--- src/rtl/serial_rx_port.sv ---
module serial_rx_port #(
  parameter int OSR = 16
) (
  input  logic       clk,
  input  logic       rst_n,
  input  logic       rx_tick,
  input  logic       tx_tick,
  input  logic       rxd,
  output logic       txd,
  input  logic       wr_en,
  input  logic [1:0] addr,
  input  logic [7:0] wdata,
  output logic [7:0] rdata,
  output logic [7:0] rx_data,
  output logic       rx_ninth,
  output logic       rx_irq,
  output logic       tx_irq,
  output logic       frame_err
);
  localparam int CW = $clog2(OSR);
  localparam logic [CW-1:0] S0 = CW'(OSR/2 - 1);
  localparam logic [CW-1:0] S1 = CW'(OSR/2);
  localparam logic [CW-1:0] S2 = CW'(OSR/2 + 1);
  localparam logic [CW-1:0] LAST = CW'(OSR - 1);

  typedef enum logic [1:0] {R_IDLE, R_START, R_DATA, R_STOP} rx_state_t;

  rx_state_t       rstate;
  logic [1:0]      rx_sync;
  logic            rx_prev;
  logic [CW-1:0]   rcnt;
  logic [3:0]      ridx;
  logic [8:0]      rsh;
  logic [1:0]      vs;
  logic            taken;
  logic            mode_h, mode_l, spare, rx_en, tx_b9, rx_b9, fchk;
  logic [7:0]      rbuf;

  logic            tbusy;
  logic [CW-1:0]   tcnt;
  logic [3:0]      tleft;
  logic [10:0]     tsh;

  wire rx_s      = rx_sync[1];
  wire rx_idle   = rstate == R_IDLE;
  wire nine      = mode_h;
  wire active    = mode_h | mode_l;
  wire vote      = (vs[0] & vs[1]) | (vs[0] & rx_s) | (vs[1] & rx_s);
  wire smp       = rx_tick && !rx_idle && rcnt == S2;
  wire bend      = rx_tick && !rx_idle && rcnt == LAST;
  wire [3:0] lastidx = nine ? 4'd8 : 4'd7;
  wire [8:0] nsh = {vote, rsh[8:1]};
  wire done_data = rstate == R_DATA && smp && ridx == lastidx && !fchk;
  wire done_stop = rstate == R_STOP && smp;
  wire [8:0] fr  = (rstate == R_STOP) ? rsh : nsh;
  wire load      = (done_data | (done_stop & fchk)) & ~rx_irq;
  wire wr_ctrl   = wr_en && addr == 2'd0;
  wire tx_load   = wr_en && addr == 2'd1 && !tbusy;
  wire tx_done   = tbusy && tx_tick && tcnt == LAST && tleft == 4'd1;

  assign rx_data  = rbuf;
  assign rx_ninth = rx_b9;
  assign txd      = ~tbusy | tsh[0];

  always_comb begin
    case (addr)
      2'd0:    rdata = {fchk ? frame_err : mode_h, mode_l, spare, rx_en, tx_b9, rx_b9, tx_irq, rx_irq};
      2'd1:    rdata = rbuf;
      2'd2:    rdata = {7'd0, fchk};
      default: rdata = 8'd0;
    endcase
  end

  always_ff @(posedge clk) begin
    if (!rst_n) rx_sync <= 2'b11;
    else        rx_sync <= {rx_sync[0], rxd};
  end

  always_ff @(posedge clk) begin
    if (!rst_n) begin
      rstate <= R_IDLE;
      rx_prev <= 1'b1;
      rcnt <= '0;
      ridx <= '0;
      rsh <= '0;
      vs <= '0;
      taken <= 1'b0;
      {mode_h, mode_l, spare, rx_en, tx_b9, rx_b9, tx_irq, rx_irq} <= '0;
      frame_err <= 1'b0;
      fchk <= 1'b0;
      rbuf <= '0;
    end else begin
      if (rx_tick) rx_prev <= rx_s;
      if (rx_tick && rcnt == S0) vs[0] <= rx_s;
      if (rx_tick && rcnt == S1) vs[1] <= rx_s;

      if (rx_idle) begin
        if (rx_tick && rx_en && active && rx_prev && !rx_s) begin
          rstate <= R_START;
          rcnt <= CW'(1);
          taken <= 1'b0;
        end
      end else begin
        if (rx_tick) rcnt <= (rcnt == LAST) ? '0 : rcnt + 1'b1;
        if (bend && !rx_en) rstate <= R_IDLE;
        else begin
          case (rstate)
            R_START: begin
              if (smp && vote) rstate <= R_IDLE;
              else if (bend) begin
                rstate <= R_DATA;
                ridx <= '0;
              end
            end
            R_DATA: begin
              if (smp) rsh <= nsh;
              if (bend) begin
                if (ridx == lastidx) rstate <= R_STOP;
                else ridx <= ridx + 1'b1;
              end
            end
            R_STOP:  if (smp) rstate <= R_IDLE;
            default: rstate <= R_IDLE;
          endcase
        end
      end

      if (wr_ctrl) begin
        if (fchk) frame_err <= wdata[7];
        else      mode_h <= wdata[7];
        {mode_l, spare, rx_en, tx_b9, rx_b9, tx_irq, rx_irq} <= wdata[6:0];
      end
      if (wr_en && addr == 2'd2) fchk <= wdata[0];

      if (load) begin
        rbuf <= nine ? fr[7:0] : fr[8:1];
        rx_irq <= 1'b1;
        taken <= 1'b1;
        if (nine)      rx_b9 <= fr[8];
        else if (fchk) rx_b9 <= vote;
      end
      if (done_stop && !fchk && !nine && taken) rx_b9 <= vote;
      if (done_stop && fchk && !vote) frame_err <= 1'b1;
      if (tx_done) tx_irq <= 1'b1;
    end
  end

  always_ff @(posedge clk) begin
    if (!rst_n) begin
      tbusy <= 1'b0;
      tcnt <= '0;
      tleft <= '0;
      tsh <= '1;
    end else if (tx_load) begin
      tbusy <= 1'b1;
      tcnt <= '0;
      tsh <= nine ? {1'b1, tx_b9, wdata, 1'b0} : {2'b11, wdata, 1'b0};
      tleft <= nine ? 4'd11 : 4'd10;
    end else if (tbusy && tx_tick) begin
      if (tcnt == LAST) begin
        tcnt <= '0;
        tsh <= {1'b1, tsh[10:1]};
        tleft <= tleft - 1'b1;
        if (tleft == 4'd1) tbusy <= 1'b0;
      end else begin
        tcnt <= tcnt + 1'b1;
      end
    end
  end
endmodule


--- config.mk ---
export PLATFORM = sky130hd
export DESIGN_NAME = serial_rx_port
export DESIGN_NICKNAME = d
export VERILOG_FILES = /design/src/rtl/serial_rx_port.sv
export SDC_FILE = /design/constraint.sdc
export NUM_CORES = 1
export LEC_CHECK = 0
export BUFFER_PORTS_ARGS = -buffer_cell sky130_fd_sc_hd__clkbuf_2
export CORE_MARGIN = 2
export CORE_UTILIZATION = 62
export DETAILED_ROUTE_END_ITERATION = 6
export PLACE_DENSITY = 0.84
export SLEW_MARGIN = 40
export SYNTH_ARGS = -nofsm -noshare
export SYNTH_HDL_FRONTEND = slang
export SYNTH_SLANG_ARGS = --single-unit
--- constraint.sdc ---
create_clock -name clk -period 3.5 [get_ports clk]
set_clock_uncertainty 0.05 [all_clocks]
set_input_delay 0.175 -clock clk [delete_from_list [all_inputs] [get_ports clk]]
set_output_delay 0.175 -clock clk [all_outputs]
set_load 0.005 [all_outputs]
==> flow_summary.toml <==
[status]
status = "finished, final reports clean"

[setup_path]
cp-endpoint = "rx_data[7]$_SDFFE_PN0P_"
reg2reg_depth = 5
critical_path_arrival_ns = 2.38
critPathLaunchType = "flop"
crit_fanout = 13
r2r_setup_slack_ns = 1.30
cp_data_required_time_ns = 3.68
path_class = "flop to flop"
cp-end-kind = "flop"
critPathLaunch = "mode_h$_SDFFE_PN0P_"
r2r-start = "mode_h$_SDFFE_PN0P_"
reg2reg_to = "rx_data[7]$_SDFFE_PN0P_"

[clock_tree]
insertion_delay_ns = 0.34
cts_resized = 0
cts_tree = "yes"
cts.clk_slew.worst_paths_ns = 0.07
cts_htree_levels = 3
cts_buffer_depth = 2
cts_inserted_buffers = 9
clockRootBuffer = "clkbuf_8"
clkSinkCount = 62

[die]
fp.dieW_um = 77.0
core_area_mm2 = 0.00511
ios = 37
die_h_um = 77.0
rows = 26
start_util = 0.646
die_area_mm2 = 0.00593

[sta]
final.period_utilization = 0.630
slew_violations = 0
rsz0062_at_grt = "false"
finalSetupViolCount = 0
hold_viol_final = 0
period_needed_ns = 2.20
fmax_mhz = 454
maxSlewHeadroom = 0.525
tns_ns = 0
tightest_slew_ns = 0.707

[synthesis]
synth_top_area_frac = 0.376
synth_edf_count = 0
synth_cells = 384
netlist_area_mm2 = 0.00330
synthArstFlopShare = 0
yosysMostFrequentCell = "dfxtp_1"
synth_top_area_cell = "dfxtp_1"
yosys-top-cells-area = "dfxtp_1, mux2i_1, nor2b_1, nand2_1, nor2_1"
ys_ff_latch = 62
synth_flop_cell = "dfxtp_1"
synth_common_cells = "dfxtp_1, nand2_1, nor2_1"
ys_seq_area_frac = 0.376
syn_avg_cell_area_um2 = 8.60
ys_warn_count = 0
syn-num-nets = 411
synthDistinctLibCells = 54

[cells_and_area]
multi_input_area_mm2 = 0.00192
diodes = 0
finalInstanceArea_mm2 = 0.00373
drive_gt1_frac = 0.158
fin_nets = 440
final-seq-area_mm2 = 0.00124
fillers = 386
area_growth_pct = 13.0

[global_route]
grt_overflow = 0
grt_max_degree = 62
track_usage = 0.260
first_global_vias = 2567
antenna_found_initial = 0
grt_pass1_wl_um = 12200

[routing]
postRouteAntennaNets = 0
wl_per_cell_um = 15.0
wirelength_um = 7300
first_pass_iters = 4
via_per_inst = 5.79
via_count = 2818
first_iter_violations = 213
drcViolationCount = 0

[power]
p_leak_nw = 1.50
p_per_area_mw_per_mm2 = 409
irDropWorstVdd_mv = 0.437

[place]
place_congestion = 0.833
io_buffers = 36
post_dp_cell_area_mm2 = 0.00349
place_hpwl_um = 4840

[run]
drv_cap = 0

[hold_path]
hp-class = "input pin to flop"
==> layer usage <==
layer | track usage | vias to the layer above | share of wire
met3 | 0.0659 | 18 | 0.049
met5 | 0 | - | 0
li1 | - | 1386 | -
met1 | 0.342 | 1325 | 0.47
met2 | 0.402 | 89 | 0.46
met4 | 0.123 | 0 | 0.021
==> power breakdown <==
part	switching (W)	internal (W)	total, W
Clock	0.000274	0.000436	0.000710
Combinational	0.0000480	0.0000396	0.0000877
Sequential	0.0000122	0.000718	0.000730
Total	0.000334	0.00119	0.00153
==> metrics by stage <==
stage          total power (W)   util  std cells  worst slack (ns)  hold slack (ns)
6_report               0.00153  0.731        487              1.30           0.0633
5_1_grt                0.00158  0.731        487              1.15           0.0823
4_1_cts                0.00154  0.728        486              1.34           0.0573
3_5_place_dp          0.000830  0.683        470              1.42            0.315
3_3_place_gp          0.000827  0.682        470              1.46            0.307
2_1_floorplan         0.000802      -        384              1.75            0.226
==> how the worst min path moves through the flow <==
stage | startpoint | to | slack (ns) | depth (start not counted)
floorplan | rxd | rx_sync[0]$_SDFF_PN1_ | 0.23 | 1
global placement | rxd | rx_sync[0]$_SDFF_PN1_ | 0.31 | 2
detailed placement | rxd | rx_sync[0]$_SDFF_PN1_ | 0.32 | 2
CTS | wdata[5] | spare$_SDFFE_PN0P_ | 0.06 | 3
global route | wdata[5] | spare$_SDFFE_PN0P_ | 0.08 | 3
finish | wdata[5] | spare$_SDFFE_PN0P_ | 0.06 | 3
==> sequential cells by signal (all words and copies together) (netlist names) <==
register and flops:
rx_sync 2, tcnt 4, rx_prev 1, tsh 10
rx_data 8, fchk 1, ridx 4, spare 1
mode_l 1, mode_h 1, taken 1, rx_ninth 1
vs 2, rcnt 4, tx_irq 1, tbusy 1
tx_b9 1, rx_en 1, rsh 9, rstate 2
frame_err 1, tleft 4, rx_irq 1
==> layout make-up <==
| type | count | share of cell area |
|---|---|---|
| clock inverters | 3 | 0.0181 |
| well taps | 70 | 0.0235 |
| multi-input cells | 289 | 0.515 |
| repair buffers | 40 | 0.0587 |
| flip-flops and latches | 62 | 0.333 |
| inverters | 11 | 0.0111 |
| clock buffers | 12 | 0.0416 |
==> kinds of logic (layout without fill, tap and decap cells) <==
group                      count (synthesis)  count (layout)  share of synthesized area
xor gates and xnor gates                   7               7                     0.0186
muxes                                     40              40                      0.123
AOI/OAI and AO/OA                         62              62                      0.133
and+or+nand+nor                          168             168                      0.261
DFF                                       62              62                      0.376
adders and majority gates                 12              12                     0.0451
buffers and inverters                     33              66                     0.0432
==> critical path, stage by stage (launching register included) <==
cell       delay, ns
dfxtp_1         0.65
nand4bb_1       0.29
o32ai_4         0.29
a41o_2          0.45
o21ai_0         0.18
o211a_1         0.17
==> cells in the final DEF, fill, tap and decap left out, types with 6 or more instances in the layout <==
master and n:
dfxtp_1 62, nand2_1 45, nor3_1 8, nor2_1 40
nor2b_1 30, mux2i_1 36, o21ai_0 14, a21oi_1 9
o22ai_1 10, ha_1 11, and3_1 8, o21a_1 6
clkbuf_8 11, a21boi_0 8, clkbuf_2 35, inv_1 11
==> timing repair <==
action,4_1_cts,5_1_grt
hold buffers,1,0
setup endpoints to repair,0,0
buffers inserted,0,0
hold endpoints to repair,1,0
Note: power is estimated with default switching activity, not from simulation.
